==> src/rtl/rxpa_pkg.sv <==
// Package: shared state encoding for the receive phase alignment sequencer.
// Assumes: nothing beyond SystemVerilog-2017.
package rxpa_pkg;

    typedef enum logic [2:0] {
        ST_IDLE     = 3'd0,
        ST_DP_RST   = 3'd1,
        ST_WAIT_MGR = 3'd2,
        ST_WAIT_CDR = 3'd3,
        ST_DLY_RST  = 3'd4,
        ST_PRE_WAIT = 3'd5,
        ST_SET_PH   = 3'd6,
        ST_DONE     = 3'd7
    } rxpa_state_e;

endpackage

==> src/rtl/rxpa_lock_sync.sv <==
// Module: rxpa_lock_sync
// Brings the two asynchronous lock flags into the user clock domain through
// SYNC_STAGES flops each. It also removes the clock-manager flag when the
// design has no clock manager.
// Assumes: lock flags are level signals that stay stable for several cycles.
module rxpa_lock_sync #(
    parameter int SYNC_STAGES   = 2,
    parameter bit SKIP_MGR_WAIT = 1'b0
) (
    input  logic clk,
    input  logic rst_n,
    input  logic mgr_locked_i,
    input  logic cdr_locked_i,
    output logic mgr_ok_o,
    output logic cdr_ok_o
);

    logic [SYNC_STAGES-1:0] mgr_q;
    logic [SYNC_STAGES-1:0] cdr_q;

    generate
        for (genvar i = 0; i < SYNC_STAGES; i++) begin : g_stage
            if (i == 0) begin : g_first
                // Purpose: first capture stage of each lock flag.
                always_ff @(posedge clk) begin
                    if (!rst_n) begin
                        mgr_q[0] <= 1'b0;
                        cdr_q[0] <= 1'b0;
                    end else begin
                        mgr_q[0] <= mgr_locked_i;
                        cdr_q[0] <= cdr_locked_i;
                    end
                end
            end else begin : g_next
                // Purpose: further resolution stages of each lock flag.
                always_ff @(posedge clk) begin
                    if (!rst_n) begin
                        mgr_q[i] <= 1'b0;
                        cdr_q[i] <= 1'b0;
                    end else begin
                        mgr_q[i] <= mgr_q[i-1];
                        cdr_q[i] <= cdr_q[i-1];
                    end
                end
            end
        end
    endgenerate

    assign mgr_ok_o = SKIP_MGR_WAIT ? 1'b1 : mgr_q[SYNC_STAGES-1];
    assign cdr_ok_o = cdr_q[SYNC_STAGES-1];

endmodule

==> src/rtl/rxpa_window_timer.sv <==
// Module: rxpa_window_timer
// Down-counter for the fixed windows. A load sets it to (length - 1), and
// expired_o is high in the last cycle of the window.
// Assumes: every window is at least one cycle long.
module rxpa_window_timer #(
    parameter int CNT_W = 6
) (
    input  logic             clk,
    input  logic             rst_n,
    input  logic             load_i,
    input  logic [CNT_W-1:0] load_val_i,
    output logic             expired_o
);

    logic [CNT_W-1:0] cnt_q;

    // Purpose: load the window length or count down towards zero.
    always_ff @(posedge clk) begin
        if (!rst_n) begin
            cnt_q <= '0;
        end else if (load_i) begin
            cnt_q <= load_val_i;
        end else if (cnt_q != '0) begin
            cnt_q <= cnt_q - 1'b1;
        end
    end

    assign expired_o = (cnt_q == '0);

endmodule

==> src/rtl/rxpa_ctrl_fsm.sv <==
// Module: rxpa_ctrl_fsm
// Steps through the alignment sequence. It loads the window timer on entry
// to each timed step and advances when the timer expires or a lock condition
// is met. After completion it re-enters the datapath reset if a lock drops.
// Assumes: mgr_ok_i and cdr_ok_i are already synchronous to clk.
module rxpa_ctrl_fsm
    import rxpa_pkg::*;
#(
    parameter int DP_RESET_CYCLES  = 4,
    parameter int DLY_RESET_CYCLES = 20,
    parameter int PRE_WAIT_CYCLES  = 32,
    parameter int SET_PHASE_CYCLES = 32,
    parameter bit SKIP_MGR_WAIT    = 1'b0,
    parameter int CNT_W            = 6
) (
    input  logic             clk,
    input  logic             rst_n,
    input  logic             start_i,
    input  logic             mgr_ok_i,
    input  logic             cdr_ok_i,
    input  logic             expired_i,
    output logic             load_o,
    output logic [CNT_W-1:0] load_val_o,
    output rxpa_state_e      state_o
);

    localparam logic [CNT_W-1:0] DP_LOAD  = CNT_W'(DP_RESET_CYCLES - 1);
    localparam logic [CNT_W-1:0] DLY_LOAD = CNT_W'(DLY_RESET_CYCLES - 1);
    localparam logic [CNT_W-1:0] PRE_LOAD = CNT_W'(PRE_WAIT_CYCLES - 1);
    localparam logic [CNT_W-1:0] SET_LOAD = CNT_W'(SET_PHASE_CYCLES - 1);

    rxpa_state_e state_q;
    rxpa_state_e state_d;
    logic        locks_ok;

    assign locks_ok = mgr_ok_i && cdr_ok_i;

    // Purpose: next-step selection and timer loading.
    always_comb begin
        state_d    = state_q;
        load_o     = 1'b0;
        load_val_o = '0;
        unique case (state_q)
            ST_IDLE: begin
                if (start_i) begin
                    state_d    = ST_DP_RST;
                    load_o     = 1'b1;
                    load_val_o = DP_LOAD;
                end
            end
            ST_DP_RST: begin
                if (expired_i) begin
                    state_d = SKIP_MGR_WAIT ? ST_WAIT_CDR : ST_WAIT_MGR;
                end
            end
            ST_WAIT_MGR: begin
                if (mgr_ok_i) begin
                    state_d = ST_WAIT_CDR;
                end
            end
            ST_WAIT_CDR: begin
                if (locks_ok) begin
                    state_d    = ST_DLY_RST;
                    load_o     = 1'b1;
                    load_val_o = DLY_LOAD;
                end else if (!mgr_ok_i) begin
                    state_d = ST_WAIT_MGR;
                end
            end
            ST_DLY_RST: begin
                if (expired_i) begin
                    state_d    = ST_PRE_WAIT;
                    load_o     = 1'b1;
                    load_val_o = PRE_LOAD;
                end
            end
            ST_PRE_WAIT: begin
                if (expired_i) begin
                    state_d    = ST_SET_PH;
                    load_o     = 1'b1;
                    load_val_o = SET_LOAD;
                end
            end
            ST_SET_PH: begin
                if (expired_i) begin
                    state_d = ST_DONE;
                end
            end
            ST_DONE: begin
                if (!locks_ok) begin
                    state_d    = ST_DP_RST;
                    load_o     = 1'b1;
                    load_val_o = DP_LOAD;
                end
            end
            default: state_d = ST_IDLE;
        endcase
    end

    // Purpose: state register.
    always_ff @(posedge clk) begin
        if (!rst_n) begin
            state_q <= ST_IDLE;
        end else begin
            state_q <= state_d;
        end
    end

    assign state_o = state_q;

endmodule

==> src/rtl/rxpa_out_decode.sv <==
// Module: rxpa_out_decode
// Decodes the step into the six control outputs. The outputs depend only on
// the registered state, so each one changes right after the clock edge that
// changes the step.
// Assumes: state_i comes straight from a register.
module rxpa_out_decode
    import rxpa_pkg::*;
(
    input  rxpa_state_e state_i,
    output logic        dp_reset_o,
    output logic        dly_reset_o,
    output logic        align_en_o,
    output logic        set_phase_o,
    output logic        dly_disable_o,
    output logic        done_o
);

    // Purpose: per-step output levels.
    always_comb begin
        dp_reset_o    = (state_i == ST_DP_RST);
        dly_reset_o   = (state_i == ST_DLY_RST);
        align_en_o    = (state_i == ST_PRE_WAIT) || (state_i == ST_SET_PH) ||
                        (state_i == ST_DONE);
        set_phase_o   = (state_i == ST_SET_PH);
        dly_disable_o = (state_i != ST_DONE);
        done_o        = (state_i == ST_DONE);
    end

endmodule

==> src/rtl/rx_phase_align_seq.sv <==
// Module: rx_phase_align_seq (top)
// Receive phase alignment sequencer for a receive path with the elastic buffer
// bypassed. It joins the lock synchronizer, the window timer, the control FSM
// and the output decoder.
// Assumes: clk is the user receive clock. All window lengths are at least 1.
module rx_phase_align_seq #(
    parameter int DP_RESET_CYCLES  = 4,
    parameter int DLY_RESET_CYCLES = 20,
    parameter int PRE_WAIT_CYCLES  = 32,
    parameter int SET_PHASE_CYCLES = 32,
    parameter int SYNC_STAGES      = 2,
    parameter bit SKIP_MGR_WAIT    = 1'b0
) (
    input  logic clk,
    input  logic rst_n,
    input  logic start_i,
    input  logic mgr_locked_i,
    input  logic cdr_locked_i,
    output logic dp_reset_o,
    output logic dly_reset_o,
    output logic align_en_o,
    output logic set_phase_o,
    output logic dly_disable_o,
    output logic done_o
);

    localparam int MAX_A   = (DP_RESET_CYCLES > DLY_RESET_CYCLES) ?
                             DP_RESET_CYCLES : DLY_RESET_CYCLES;
    localparam int MAX_B   = (PRE_WAIT_CYCLES > SET_PHASE_CYCLES) ?
                             PRE_WAIT_CYCLES : SET_PHASE_CYCLES;
    localparam int MAX_WIN = (MAX_A > MAX_B) ? MAX_A : MAX_B;
    localparam int CNT_W   = (MAX_WIN < 2) ? 1 : $clog2(MAX_WIN);

    logic                 mgr_ok;
    logic                 cdr_ok;
    logic                 tmr_load;
    logic [CNT_W-1:0]     tmr_val;
    logic                 tmr_expired;
    rxpa_pkg::rxpa_state_e state;

    rxpa_lock_sync #(
        .SYNC_STAGES   (SYNC_STAGES),
        .SKIP_MGR_WAIT (SKIP_MGR_WAIT)
    ) u_sync (
        .clk          (clk),
        .rst_n        (rst_n),
        .mgr_locked_i (mgr_locked_i),
        .cdr_locked_i (cdr_locked_i),
        .mgr_ok_o     (mgr_ok),
        .cdr_ok_o     (cdr_ok)
    );

    rxpa_window_timer #(
        .CNT_W (CNT_W)
    ) u_timer (
        .clk        (clk),
        .rst_n      (rst_n),
        .load_i     (tmr_load),
        .load_val_i (tmr_val),
        .expired_o  (tmr_expired)
    );

    rxpa_ctrl_fsm #(
        .DP_RESET_CYCLES  (DP_RESET_CYCLES),
        .DLY_RESET_CYCLES (DLY_RESET_CYCLES),
        .PRE_WAIT_CYCLES  (PRE_WAIT_CYCLES),
        .SET_PHASE_CYCLES (SET_PHASE_CYCLES),
        .SKIP_MGR_WAIT    (SKIP_MGR_WAIT),
        .CNT_W            (CNT_W)
    ) u_fsm (
        .clk        (clk),
        .rst_n      (rst_n),
        .start_i    (start_i),
        .mgr_ok_i   (mgr_ok),
        .cdr_ok_i   (cdr_ok),
        .expired_i  (tmr_expired),
        .load_o     (tmr_load),
        .load_val_o (tmr_val),
        .state_o    (state)
    );

    rxpa_out_decode u_dec (
        .state_i       (state),
        .dp_reset_o    (dp_reset_o),
        .dly_reset_o   (dly_reset_o),
        .align_en_o    (align_en_o),
        .set_phase_o   (set_phase_o),
        .dly_disable_o (dly_disable_o),
        .done_o        (done_o)
    );

endmodule

==> config.mk <==
export PLATFORM = sky130hd
export DESIGN_NAME = rx_phase_align_seq
export DESIGN_NICKNAME = d
export VERILOG_FILES = /design/src/rtl/rxpa_pkg.sv /design/src/rtl/rxpa_lock_sync.sv /design/src/rtl/rxpa_window_timer.sv /design/src/rtl/rxpa_ctrl_fsm.sv /design/src/rtl/rxpa_out_decode.sv /design/src/rtl/rx_phase_align_seq.sv
export SDC_FILE = /design/constraint.sdc
export NUM_CORES = 1
export LEC_CHECK = 0
export ABC_CLOCK_PERIOD_IN_PS = 1600
export BUFFER_PORTS_ARGS = -buffer_cell sky130_fd_sc_hd__buf_2
export CAP_MARGIN = 30
export CORE_MARGIN = 2
export CORE_UTILIZATION = 35
export DETAILED_ROUTE_END_ITERATION = 8
export SETUP_SLACK_MARGIN = 0.3
export SLEW_MARGIN = 20
export SYNTH_ARGS = -nofsm -noshare
export SYNTH_HDL_FRONTEND = slang
export SYNTH_SLANG_ARGS = --single-unit
==> constraint.sdc <==
create_clock -name clk -period 1.6 [get_ports clk]
set_input_delay 0.48 -clock clk [delete_from_list [all_inputs] [get_ports clk]]
set_output_delay 0.48 -clock clk [all_outputs]
set_load 0.01 [all_outputs]
==> results by group <==
Worst setup path
  • Critical-path cell list: inv_2, ha_4, or4b_4, nor2_2, a21oi_1, o31a_1
  • CP bufs+invs: 1
  • Crit-path max FO: 5
  • Slowest-stage cell, CP: or4b_4
  • Crit path kind: flop to flop
  • Crit-path leading delay family: simple AND/OR/NAND/NOR gates
  • Req. time, crit path: 1.76 ns
  • Max stage delay on crit path: 0.52 ns
  • Data arrival, critical path: 1.77 ns
  • CP endpoint kind: flop
  • CP Launch Type: flop

Yosys
  • Synth area leaders: dfxtp_1, nand2_1, o31a_1, and2_1, nor2_1
  • Synth Cell Area: 626.9 um^2
  • Post-Synth Simple-Gate Area: 29.34%
  • Yosys warns: 0
  • EDFF count, synth: 0
  • Area fraction of the dominant cell type after synthesis: 38.32%
  • Synth area leader: dfxtp_1
  • Mux cell area share after synthesis: 0%
  • Synth Instances: 74
  • Register area share after synthesis: 38.32%
  • Synth Register Bits: 12
  • Mean Syn Cell Area: 8.471 um^2
  • Top-count cell post-synth: dfxtp_1
  • Syn_nets: 80
  • Synth cell types: 32
  • Compound-Gate Fraction of Synth Area: 17.37%
  • Asr flop ratio synth: 0%
  • Most instantiated cells after synthesis: dfxtp_1, nand2_1, nor2_1
  • Synth Flop Type: dfxtp_1
  • Main combinational cell family by area after synthesis: simple AND/OR/NAND/NOR gates
  • Post-synthesis xor/xnor area fraction: 5.589%
  • Adder-Cell Fraction of Synth Area: 1.996%

Place
  • Post-DP HPWL: 837.7 um
  • I/O Buffers: 10
  • GP Congestion: 0.7824
  • DP Area: 721.9 um^2

Timing
  • Final setup violation count: 1
  • Max Freq: 622.9 MHz
  • Max Slew Vio Count: 0
  • Clock skew: 0.001058 ns
  • Final hold vios: 0
  • Final period util: 100.3%
  • Max_slew headroom: 81.91%
  • Slew at the pin closest to its max-slew limit: 0.2676 ns
  • Final worst setup slack: -0.005479 ns
  • RSZ-0062 raised after global routing: yes
  • Final min period: 1.605 ns

Detailed routing
  • 1st-iter DRT viols: 9
  • Drt total wl: 1.363 mm
  • Drt wl/cell: 11.08 um
  • Vias post-DR: 584
  • Top layer reached by signal wires: met4
  • Final antenna-violating net count: 0
  • Met2 WL: 644 um
  • DR WL met3: 32 um
  • Drc violations: 0
  • TritonRoute pass-1 iters: 4
  • WL met1: 665 um
  • Vias per inst: 4.748

Die
  • Core box area: 1708 um^2
  • Total I/O pin count: 11
  • Row Count: 15
  • Initial core utilization: 36.70%
  • Die Ht: 46.32 um
  • Die ar.: 2146 um^2
  • Die extent in x: 46.32 um

Pwr
  • Seq pwr share: 31.0%
  • Sw frac: 36.56%
  • IR drop worst, VDD: 853.9 uV
  • Leak pwr: 0.4130 nW
  • Comb pwr share: 53.2%
  • Pint: 0.9709 mW
  • Switch Pwr: 0.5596 mW
  • Power per cell area: 1620 nW/um^2
  • Clk pwr share: 15.8%

Clock network
  • Clock-pin slew on the worst setup and hold paths: 0.08 ns
  • CTS tree: done
  • Clock Tree Buf Depth: 2
  • Root buffer cell: clkbuf_4
  • H-tree depth: 1
  • Worst skew pair latency: 0.27 ns
  • Num CTS Buffers: 3
  • CTS Sinks: 12

Global route
  • Gr usage total: 16.36%
  • Largest net degree at the start of global routing: 14
  • First-pass GRT wire length: 2.456 mm
  • Global route total overflow: 0
  • Vias in the first global route: 566
  • Initial antenna violation count: 0

Layout
  • Layout area overhead: 50.70%
  • Cell area after layout: 944.7 um^2
  • Number of diodes: 0
  • Post-layout nets: 105
  • Share of post-route cells with drive strength above 1: 52.04%
  • Finished Core Util: 55.31%
  • Fillers: 156

Outcome
  • Failing checks: setup timing
  • Outcome: complete, but fails checks

Hold path
  • Hold Path Class: primary input to flop

Run
  • Max cap viols: 0
-- sequential cells by signal, indices dropped and copies added (netlist names) --
name and count:
u_sync.cdr_q 1, u_sync.mgr_q 1, u_sync.mgr_ok_o 1, u_timer.cnt_q 5
u_fsm.state_o 3, u_sync.cdr_ok_o 1
-- metrics by stage --
step	worst slack [ns]	power, mW	TNS, ns	hold WS, ns	cells
5_1_grt	-0.07268	1.647	-0.3142	0.4043	123
6_report	-0.005479	1.531	-0.005479	0.4085	123
3_5_place_dp	0.03104	0.9654	0	0.4183	107
3_3_place_gp	0.05160	0.9576	0	0.4131	107
4_1_cts	0.02828	1.463	0	0.4011	119
2_1_floorplan	0.05576	0.9031	0	0.4119	74
-- routing by layer --
metal  global-route usage [%]  up-vias
met3                    2.353        2
met5                        0        -
li1                         -      302
met4                    8.571        0
met2                    28.06       16
met1                    19.43      264
-- power groups by stage --
stage               Sequential, mW  Clock, mW  Combinational [mW]
finish                       0.474      0.242               0.814
global route                 0.483      0.270               0.894
CTS                          0.462      0.254               0.748
detailed placement           0.472          0               0.493
global placement             0.470          0               0.488
floorplan                    0.420          0               0.483
-- cells by family after synthesis --
group                      Yosys count
adders and majority gates            1
DFF                                 12
buffers and inverters               10
AOI/OAI and AO/OA                   15
and+or+nand+nor                     32
xor gates and xnor gates             4
-- placed cells by master, fill, tap and decap left out, types with 2 or more instances in the layout --
cell      count
buf_4        14
nand2_1      10
buf_2         7
dfxtp_1       7
inv_2         4
and2_1        4
nor2_1        3
a21oi_1       3
o31a_1        3
clkbuf_4      3
buf_6         3
dfxtp_4       3
o21a_1        2
xnor2_1       2
a21boi_0      2
nor3_1        2
xor2_1        2
dfxtp_2       2
-- what timing repair did --
action                                  CTS  global route
gates cloned                              0             0
endpoints found under the hold margin     0             0
resized for setup                        16             6
hold buffers                              0             0
endpoints found under the setup margin   13            13
setup buffers                             8             4
pin swaps                                 4             5
-- worst paths after layout --
kind                     from  cells past startpoint          endpoint  slack [ns]
max          u_timer.cnt_q[0]                      6  u_timer.cnt_q[1]      -0.005
min              mgr_locked_i                      2   u_sync.mgr_q[0]        0.41
max reg2reg  u_timer.cnt_q[0]                      6  u_timer.cnt_q[1]      -0.005
min reg2reg   u_sync.mgr_q[0]                      1   u_sync.mgr_ok_o        0.44
-- cell type report --
cell class              count  area, um^2  area share (%)
inverters                   5       21.27           2.252
repair buffers             25       193.9           20.53
clock buffers               4       36.28           3.841
flip-flops and latches     12       254.0           26.89
well taps                  25       31.28           3.311
multi-input cells          52       407.9           43.18
(Power assumes the default switching activity.)
